`src/rtl/mtimer16_pkg.sv`:
```
package mtimer16_pkg;
    localparam int BYTE_W = 8;
    localparam int ADDR_W = 5;
    localparam int CNT_W  = 2 * BYTE_W;
    localparam int PS_W   = 3;

    typedef enum logic [1:0] {
        MD_IDLE  = 2'b00,
        MD_PWM   = 2'b01,
        MD_CAPT  = 2'b10,
        MD_EVENT = 2'b11
    } mode_e;

    // read side
    localparam logic [ADDR_W-1:0] RD_CAP_LO = 5'h00;
    localparam logic [ADDR_W-1:0] RD_CAP_HI = 5'h01;
    localparam logic [ADDR_W-1:0] RD_R2_LO  = 5'h02;
    localparam logic [ADDR_W-1:0] RD_R2_HI  = 5'h03;
    localparam logic [ADDR_W-1:0] RD_R1_LO  = 5'h04;
    localparam logic [ADDR_W-1:0] RD_R1_HI  = 5'h05;
    localparam logic [ADDR_W-1:0] RD_CTLB   = 5'h06;
    localparam logic [ADDR_W-1:0] RD_CTLA   = 5'h07;
    // write side
    localparam logic [ADDR_W-1:0] WR_CLEAR  = 5'h10;
    localparam logic [ADDR_W-1:0] WR_R2_LO  = 5'h12;
    localparam logic [ADDR_W-1:0] WR_R2_HI  = 5'h13;
    localparam logic [ADDR_W-1:0] WR_R1_LO  = 5'h14;
    localparam logic [ADDR_W-1:0] WR_R1_HI  = 5'h15;
    localparam logic [ADDR_W-1:0] WR_CTLB   = 5'h16;
    localparam logic [ADDR_W-1:0] WR_CTLA   = 5'h17;

    // control A bit positions
    localparam int A_CMP_IE = 2;
    localparam int A_CMP_F  = 4;
    localparam int A_CAP_IE = 5;
    localparam int A_CAP1_F = 6;
    localparam int A_CAP2_F = 7;
    // control B bit positions
    localparam int B_PS_LO  = 2;
    localparam int B_POL    = 6;

    localparam logic [BYTE_W-1:0] A_KEEP = 8'hF4;
    localparam logic [BYTE_W-1:0] B_KEEP = 8'h5F;
endpackage

```
`src/rtl/mtimer16_sync.sv`:
```
module mtimer16_sync #(
    parameter int N = 3
) (
    input  logic         clk,
    input  logic         rst_n,
    input  logic [N-1:0] pin_i,
    output logic [N-1:0] now_o,
    output logic [N-1:0] was_o
);
    for (genvar i = 0; i < N; i++) begin : g_pin
        typedef struct packed {
            logic s1;
            logic s2;
            logic was;
        } sync_t;
        sync_t st_d, st_q;

        always_comb begin
            st_d.s1  = pin_i[i];
            st_d.s2  = st_q.s1;
            st_d.was = st_q.s2;
        end

        always_ff @(posedge clk or negedge rst_n) begin
            if (!rst_n) st_q <= '0;
            else        st_q <= st_d;
        end

        assign now_o[i] = st_q.s2;
        assign was_o[i] = st_q.was;

        // a detected rising edge never repeats on the next cycle
        p_edge_once_r7: assert property (@(posedge clk) disable iff (!rst_n)
            (st_q.s2 && !st_q.was) |=> !(st_q.s2 && !st_q.was));
    end
endmodule

```
`src/rtl/mtimer16_presc.sv`:
```
module mtimer16_presc #(
    parameter int PS_W = 3
) (
    input  logic            clk,
    input  logic            rst_n,
    input  logic            clr,
    input  logic [PS_W-1:0] ps,
    output logic            tick
);
    localparam int PRE_W = (1 << PS_W) - 1;

    logic [PRE_W-1:0] pre_d, pre_q;
    logic [PRE_W-1:0] mask;

    always_comb begin
        mask  = (PRE_W'(1) << ps) - PRE_W'(1);
        tick  = ((pre_q & mask) == mask);
        pre_d = clr ? '0 : pre_q + PRE_W'(1);
    end

    always_ff @(posedge clk or negedge rst_n) begin
        if (!rst_n) pre_q <= '0;
        else        pre_q <= pre_d;
    end

    // clear realigns the divider
    p_presc_restart_r5: assert property (@(posedge clk) disable iff (!rst_n)
        clr |=> (pre_q == '0));
endmodule

```
`src/rtl/mtimer16_seq.sv`:
```
module mtimer16_seq
    import mtimer16_pkg::*;
#(
    parameter int W = 16
) (
    input  logic         clk,
    input  logic         rst_n,
    input  logic         clr,
    input  logic         adv,
    input  mode_e        mode,
    input  logic [W-1:0] len_hi,
    input  logic [W-1:0] len_lo,
    output logic [W-1:0] cnt,
    output logic         phase_hi,
    output logic         low_done
);
    typedef struct packed {
        logic [W-1:0] cnt;
        logic         phase_hi;
    } seq_t;

    seq_t st_d, st_q;
    logic [W-1:0] len, len_eff;
    logic [W:0]   nxt;
    logic         last;

    always_comb begin
        st_d     = st_q;
        low_done = 1'b0;
        len      = st_q.phase_hi ? len_hi : len_lo;
        len_eff  = (len == '0) ? W'(1) : len;
        nxt      = {1'b0, st_q.cnt} + (W+1)'(1);
        last     = (nxt >= {1'b0, len_eff});
        if (clr) begin
            st_d.cnt      = '0;
            st_d.phase_hi = 1'b1;
        end else if (adv) begin
            case (mode)
                MD_CAPT: st_d.cnt = nxt[W-1:0];
                MD_PWM, MD_EVENT: begin
                    if (last) begin
                        st_d.cnt      = '0;
                        st_d.phase_hi = !st_q.phase_hi;
                        low_done      = !st_q.phase_hi;
                    end else begin
                        st_d.cnt = nxt[W-1:0];
                    end
                end
                default: ;
            endcase
        end
    end

    always_ff @(posedge clk or negedge rst_n) begin
        if (!rst_n) st_q <= '{cnt: '0, phase_hi: 1'b1};
        else        st_q <= st_d;
    end

    assign cnt      = st_q.cnt;
    assign phase_hi = st_q.phase_hi;

    p_clear_restart_r6: assert property (@(posedge clk) disable iff (!rst_n)
        clr |=> (st_q.cnt == '0 && st_q.phase_hi));
    p_phase_hold_r4: assert property (@(posedge clk) disable iff (!rst_n)
        !(adv || clr) |=> $stable(st_q.phase_hi));
    p_idle_hold_r13: assert property (@(posedge clk) disable iff (!rst_n)
        (mode == MD_IDLE && !clr) |=> $stable(st_q));
endmodule

```
`src/rtl/mtimer16.sv`:
```
module mtimer16
    import mtimer16_pkg::*;
(
    input  logic              clk,
    input  logic              rst_n,
    input  logic [ADDR_W-1:0] bus_addr,
    input  logic              bus_we,
    input  logic [BYTE_W-1:0] bus_wdata,
    output logic [BYTE_W-1:0] bus_rdata,
    input  logic              cap1_in,
    input  logic              cap2_in,
    input  logic              ext_in,
    output logic              pwm_out,
    output logic              irq
);
    localparam int N_PINS   = 3;
    localparam int PIN_CAP1 = 0;
    localparam int PIN_CAP2 = 1;
    localparam int PIN_EXT  = 2;

    typedef struct packed {
        logic [CNT_W-1:0]  cap;
        logic [CNT_W-1:0]  r1;
        logic [CNT_W-1:0]  r2;
        logic [BYTE_W-1:0] ctla;
        logic [BYTE_W-1:0] ctlb;
    } regs_t;

    regs_t r_d, r_q;

    logic [N_PINS-1:0] pin_now, pin_was, pin_rise;
    logic [1:0]        cap_fall, cap_edge;
    mode_e             mode;
    logic              clr_hit, wr_a, wr_reg;
    logic              presc_tick, adv;
    logic              cap1_hit, cap2_hit;
    logic [CNT_W-1:0]  cnt;
    logic              phase_hi, low_done;

    mtimer16_sync #(.N(N_PINS)) u_sync (
        .clk   (clk),
        .rst_n (rst_n),
        .pin_i ({ext_in, cap2_in, cap1_in}),
        .now_o (pin_now),
        .was_o (pin_was)
    );

    always_comb begin
        pin_rise = pin_now & ~pin_was;
        cap_fall = ~pin_now[PIN_CAP2:PIN_CAP1] & pin_was[PIN_CAP2:PIN_CAP1];
        cap_edge = r_q.ctlb[B_POL] ? pin_rise[PIN_CAP2:PIN_CAP1] : cap_fall;
        mode     = mode_e'(r_q.ctlb[1:0]);
        clr_hit  = bus_we && (bus_addr == WR_CLEAR);
        wr_a     = bus_we && (bus_addr == WR_CTLA);
        wr_reg   = bus_we && (bus_addr >= WR_R2_LO) && (bus_addr <= WR_CTLA);
        adv      = (mode == MD_EVENT) ? pin_rise[PIN_EXT] : presc_tick;
        cap1_hit = (mode == MD_CAPT) && cap_edge[PIN_CAP1];
        cap2_hit = (mode == MD_CAPT) && cap_edge[PIN_CAP2];
    end

    mtimer16_presc #(.PS_W(PS_W)) u_presc (
        .clk   (clk),
        .rst_n (rst_n),
        .clr   (clr_hit),
        .ps    (r_q.ctlb[B_PS_LO +: PS_W]),
        .tick  (presc_tick)
    );

    mtimer16_seq #(.W(CNT_W)) u_seq (
        .clk      (clk),
        .rst_n    (rst_n),
        .clr      (clr_hit),
        .adv      (adv),
        .mode     (mode),
        .len_hi   (r_q.r1),
        .len_lo   (r_q.r2),
        .cnt      (cnt),
        .phase_hi (phase_hi),
        .low_done (low_done)
    );

    // register file next state: bus writes first, hardware events on top
    always_comb begin
        r_d = r_q;
        if (bus_we) begin
            case (bus_addr)
                WR_R2_LO: r_d.r2[BYTE_W-1:0]      = bus_wdata;
                WR_R2_HI: r_d.r2[CNT_W-1:BYTE_W]  = bus_wdata;
                WR_R1_LO: r_d.r1[BYTE_W-1:0]      = bus_wdata;
                WR_R1_HI: r_d.r1[CNT_W-1:BYTE_W]  = bus_wdata;
                WR_CTLB:  r_d.ctlb                = bus_wdata & B_KEEP;
                WR_CTLA:  r_d.ctla                = bus_wdata & A_KEEP;
                default: ;
            endcase
        end
        if (cap1_hit) begin
            r_d.cap            = cnt;
            r_d.ctla[A_CAP1_F] = 1'b1;
        end
        if (cap2_hit) begin
            r_d.r2             = cnt;
            r_d.ctla[A_CAP2_F] = 1'b1;
        end
        if (low_done && !clr_hit) r_d.ctla[A_CMP_F] = 1'b1;
    end

    always_ff @(posedge clk or negedge rst_n) begin
        if (!rst_n) r_q <= '0;
        else        r_q <= r_d;
    end

    always_comb begin
        case (bus_addr)
            RD_CAP_LO: bus_rdata = r_q.cap[BYTE_W-1:0];
            RD_CAP_HI: bus_rdata = r_q.cap[CNT_W-1:BYTE_W];
            RD_R2_LO:  bus_rdata = r_q.r2[BYTE_W-1:0];
            RD_R2_HI:  bus_rdata = r_q.r2[CNT_W-1:BYTE_W];
            RD_R1_LO:  bus_rdata = r_q.r1[BYTE_W-1:0];
            RD_R1_HI:  bus_rdata = r_q.r1[CNT_W-1:BYTE_W];
            RD_CTLB:   bus_rdata = r_q.ctlb;
            RD_CTLA:   bus_rdata = r_q.ctla;
            default:   bus_rdata = '0;
        endcase
        pwm_out = phase_hi && ((mode == MD_PWM) || (mode == MD_EVENT));
        irq     = ((r_q.ctla[A_CAP1_F] || r_q.ctla[A_CAP2_F]) && r_q.ctla[A_CAP_IE])
               || (r_q.ctla[A_CMP_F] && r_q.ctla[A_CMP_IE]);
    end

    p_cap1_src_r7: assert property (@(posedge clk) disable iff (!rst_n)
        $rose(r_q.ctla[A_CAP1_F]) |-> ($past(wr_a) || $past(mode == MD_CAPT)));
    p_cmp_src_r10: assert property (@(posedge clk) disable iff (!rst_n)
        $rose(r_q.ctla[A_CMP_F]) |-> ($past(wr_a) || ($past(!phase_hi) && phase_hi)));
    p_irq_gate_r12: assert property (@(posedge clk) disable iff (!rst_n)
        irq |-> (r_q.ctla[A_CAP_IE] || r_q.ctla[A_CMP_IE]));
    p_ignore_write_r3: assert property (@(posedge clk) disable iff (!rst_n)
        (bus_we && !wr_reg && !cap1_hit && !cap2_hit && !low_done) |=> $stable(r_q));
endmodule

```
`config.mk`:
```
export PLATFORM = sky130hd
export DESIGN_NAME = mtimer16
export DESIGN_NICKNAME = d
export VERILOG_FILES = /design/src/rtl/mtimer16_pkg.sv /design/src/rtl/mtimer16_sync.sv /design/src/rtl/mtimer16_presc.sv /design/src/rtl/mtimer16_seq.sv /design/src/rtl/mtimer16.sv
export SDC_FILE = /design/constraint.sdc
export NUM_CORES = 1
export LEC_CHECK = 0
export BUFFER_PORTS_ARGS = -buffer_cell sky130_fd_sc_hd__buf_2
export CELL_PAD_IN_SITES_DETAIL_PLACEMENT = 1
export CELL_PAD_IN_SITES_GLOBAL_PLACEMENT = 1
export CORE_ASPECT_RATIO = 1.2
export CORE_MARGIN = 5
export CORE_UTILIZATION = 49
export DETAILED_ROUTE_END_ITERATION = 8
export GPL_TIMING_DRIVEN = 0
export PLACE_DENSITY = 0.86
export SYNTH_ARGS = -nofsm -noshare
export SYNTH_HDL_FRONTEND = slang
export SYNTH_SLANG_ARGS = --single-unit
```
`constraint.sdc`:
```
create_clock -name clk -period 3.9 [get_ports clk]
set_input_delay 0.78 -clock clk [delete_from_list [all_inputs] [get_ports clk]]
set_output_delay 0.78 -clock clk [all_outputs]
set_load 0.01 [all_outputs]
```
==> flow_summary.toml <==
[logic_synthesis]
synth_compound_area_share_pct = 14.0
synth-adder-area-share_pct = 4.29
ys_async_sr_fraction_pct = 100
syn_area_per_cell_um2 = 10.9
netlist_instances = 481
synthXorXnorAreaFrac_pct = 3.01
syn-num-nets = 518
ys_ff_latch = 92
synthSimpleGateAreaFrac_pct = 15.9
synth_area_um2 = 5240
synth_mux_area_share_pct = 15.9
yosysSeqAreaShare_pct = 43.9
synth_top_family_by_area = "multiplexers"
synthFlopType = "dfrtp_1"
synth_enable_flop_cells = 0
yosysWarnings = 0
synth_cell_type_count = 66

[cts]
clock_sinks = 92
root_buffer = "clkbuf_16"
postCtsHoldBufs = 0
h-tree-depth = 3
cts_max_path_buffers = 2
clk_latency_ps = 340
cts.clk_slew.worst_paths_ps = 70
cts_tree = "done"
cts_buffers = 9

[sta]
relSlewSlack_pct = 31.0
fin_hold_ws_ps = 347
worst_pin_slew_ps = 1030
finalSetupViolCount = 0
final_max_slew_viol_count = 0
skew_ps = 7.32
finalSetupTns_ps = 0
max_freq_ghz = 0.267
final_hold_viol_count = 0
timing.final.crit_period_ps = 3740
fin_crit_sh_pct = 96.0

[placed_design]
dp_cells = 639
hpwlAfterDp_mm = 11.8
place.gp.congestion = 0.880
io_buffers = 28

[min_path]
hp-class = "reg2reg"

[finish]
final_common_cell = "dfrtp_1"
diodes = 0
postLayoutCoreUtil_pct = 55.8
stdcell_count = 655
area_delta_synth_final_pct = 11.9
nFillCells = 1152
most-common-layout-cells = "91 x dfrtp_1, 41 x nor2_1, 35 x mux2_2"
drive_gt1_share_pct = 22.2
final_nets = 558

[routing]
dr.pass1.iters = 5
drc = 0
wl_per_cell_um = 26.2
via_per_inst = 6.66
vias = 4362
wl_mm = 17.1
first_iter_violations = 234
ant_nets = 0

[setup_path]
cp-start-kind = "flop"
path_cells = "clkbuf_1 > nand4_1 > or2_1 > clkbuf_1 > nor2_1 > xor2_1 > ha_1 > a21oi_1 > nor2_1 > o311ai_2 > o211ai_4 > nor3_4 > buf_6 > a22o_1"
cp.arrival_ps = 4020
path_buf_inv = 3
worstPathRequired_ps = 4180
critPathTopFamily = "compound AO/OA/AOI/OAI gates"
path_max_fanout = 10
critPathMaxStageDelay_ps = 470
end_kind = "flop"
slowest_stage = "clkbuf_1"
critical_path_class = "reg2reg"

[global_routing]
grt_max_degree = 52
grt.overflow.total = 0
grt_pass1_wl_mm = 26.7
grt_pass1_vias = 4840
grt_antenna_before_repair = 0
grt_usage_pct = 27.2

[power_and_ir_drop]
ir_drop_mv = 0.270
leakage_nw = 2.65
power.density_nw_per_um2 = 623

[floorplanning]
fp.dieArea_um2 = 12900
fp.dieH_um = 123
die_w_um = 104
num_rows = 41
core_um2 = 10500
start_util_pct = 49.9
io_pins = 29

[flow_run]
maxCapViolCount = 0

[run_status]
status = "complete, no violations"
cells by family after synthesis:
family | after synthesis
AO/OA/AOI/OAI | 92
XOR/XNOR | 18
adder cells (fa/ha/maj) | 18
buffers and inverters | 28
flip-flops | 92
multiplexers | 78
AND/OR/NAND/NOR | 155
Yosys cell counts (13+ instances only):
| library cell | number | area, um2 |
|---|---|---|
| dfrtp_1 | 91 | 2280 |
| nor2_1 | 41 | 154 |
| mux2_2 | 35 | 394 |
| mux2i_1 | 35 | 350 |
| nand2_1 | 33 | 124 |
| a21oi_1 | 21 | 105 |
| nand3_1 | 20 | 100 |
| ha_1 | 18 | 225 |
| a22oi_1 | 17 | 128 |
| a22o_1 | 16 | 140 |
| nand4_1 | 14 | 87.6 |
| clkbuf_1 | 13 | 48.8 |
per-layer routing:
metal | global-route usage, % | up-vias | part of all wire [%]
met1 | 31.8 | 2223 | 38
li1 | - | 1875 | -
met2 | 45.9 | 187 | 50
met5 | 0 | - | 0
met3 | 5.07 | 77 | 5.8
met4 | 18.1 | 0 | 6.2
area by class of cell:
cell class	instances	area, um2	share of cell area (%)
Buffer	25	149	2.54
Multi-Input combinational cell	361	2810	48.0
Clock inverter	3	17.5	0.299
Sequential cell	92	2300	39.3
Timing Repair Buffer	29	170	2.90
Clock buffer	13	240	4.10
Tap cell	129	161	2.75
Inverter	3	11.3	0.192
path summary, 6_finish.rpt:
kind	from	endpoint	slack [ps]	cells past startpoint
min reg2reg	u_sync.g_pin[2].st_d[1]$_DFF_PN0_	u_sync.now_o[2]$_DFF_PN0_	350	0
max in group asynchronous	rst_n	u_seq.phase_hi$_DFFE_PN1P_	2770	2
max reg2reg	u_seq.cnt[7]$_DFFE_PN0P_	u_seq.cnt[10]$_DFFE_PN0P_	160	14
max	u_seq.cnt[7]$_DFFE_PN0P_	u_seq.cnt[10]$_DFFE_PN0P_	160	14
min in group asynchronous	rst_n	u_seq.cnt[6]$_DFFE_PN0P_	430	1
min	u_sync.g_pin[2].st_d[1]$_DFF_PN0_	u_sync.now_o[2]$_DFF_PN0_	350	0
per-stage QoR:
step	cell area [um2]	worst slack, ps	total power, W
final	5870	155	0.00365
after global routing	5870	-9.35	0.00382
after CTS	5830	123	0.00359
after detailed placement	5580	-169	0.00273
after global placement	5550	-87.7	0.00260
after floorplan	5240	569	0.00228
timing repair:
action / 4_1_cts / 5_1_grt
pin swaps: 0 / 0
resized for setup: 1 / 11
endpoints found under the setup margin: 16 / 11
buffers inserted: 0 / 0
flip-flops by register name (all words and copies together) (netlist names):
| register | flops |
|---|---|
| mode | 2 |
| r_q | 57 |
| u_presc.pre_q | 7 |
| u_seq.cnt | 16 |
| u_seq.phase_hi | 1 |
| u_sync.g_pin.st_d | 3 |
| u_sync.now_o | 3 |
| u_sync.was_o | 3 |
power by group:
part	leakage, nW	internal [W]	total, W	switching (W)
clock	0.124	0.000432	0.000805	0.000374
combinational	1.40	0.000578	0.00139	0.000814
sequential	1.13	0.00120	0.00146	0.000258
total	2.65	0.00221	0.00365	0.00145
(Power assumes the default switching activity.)
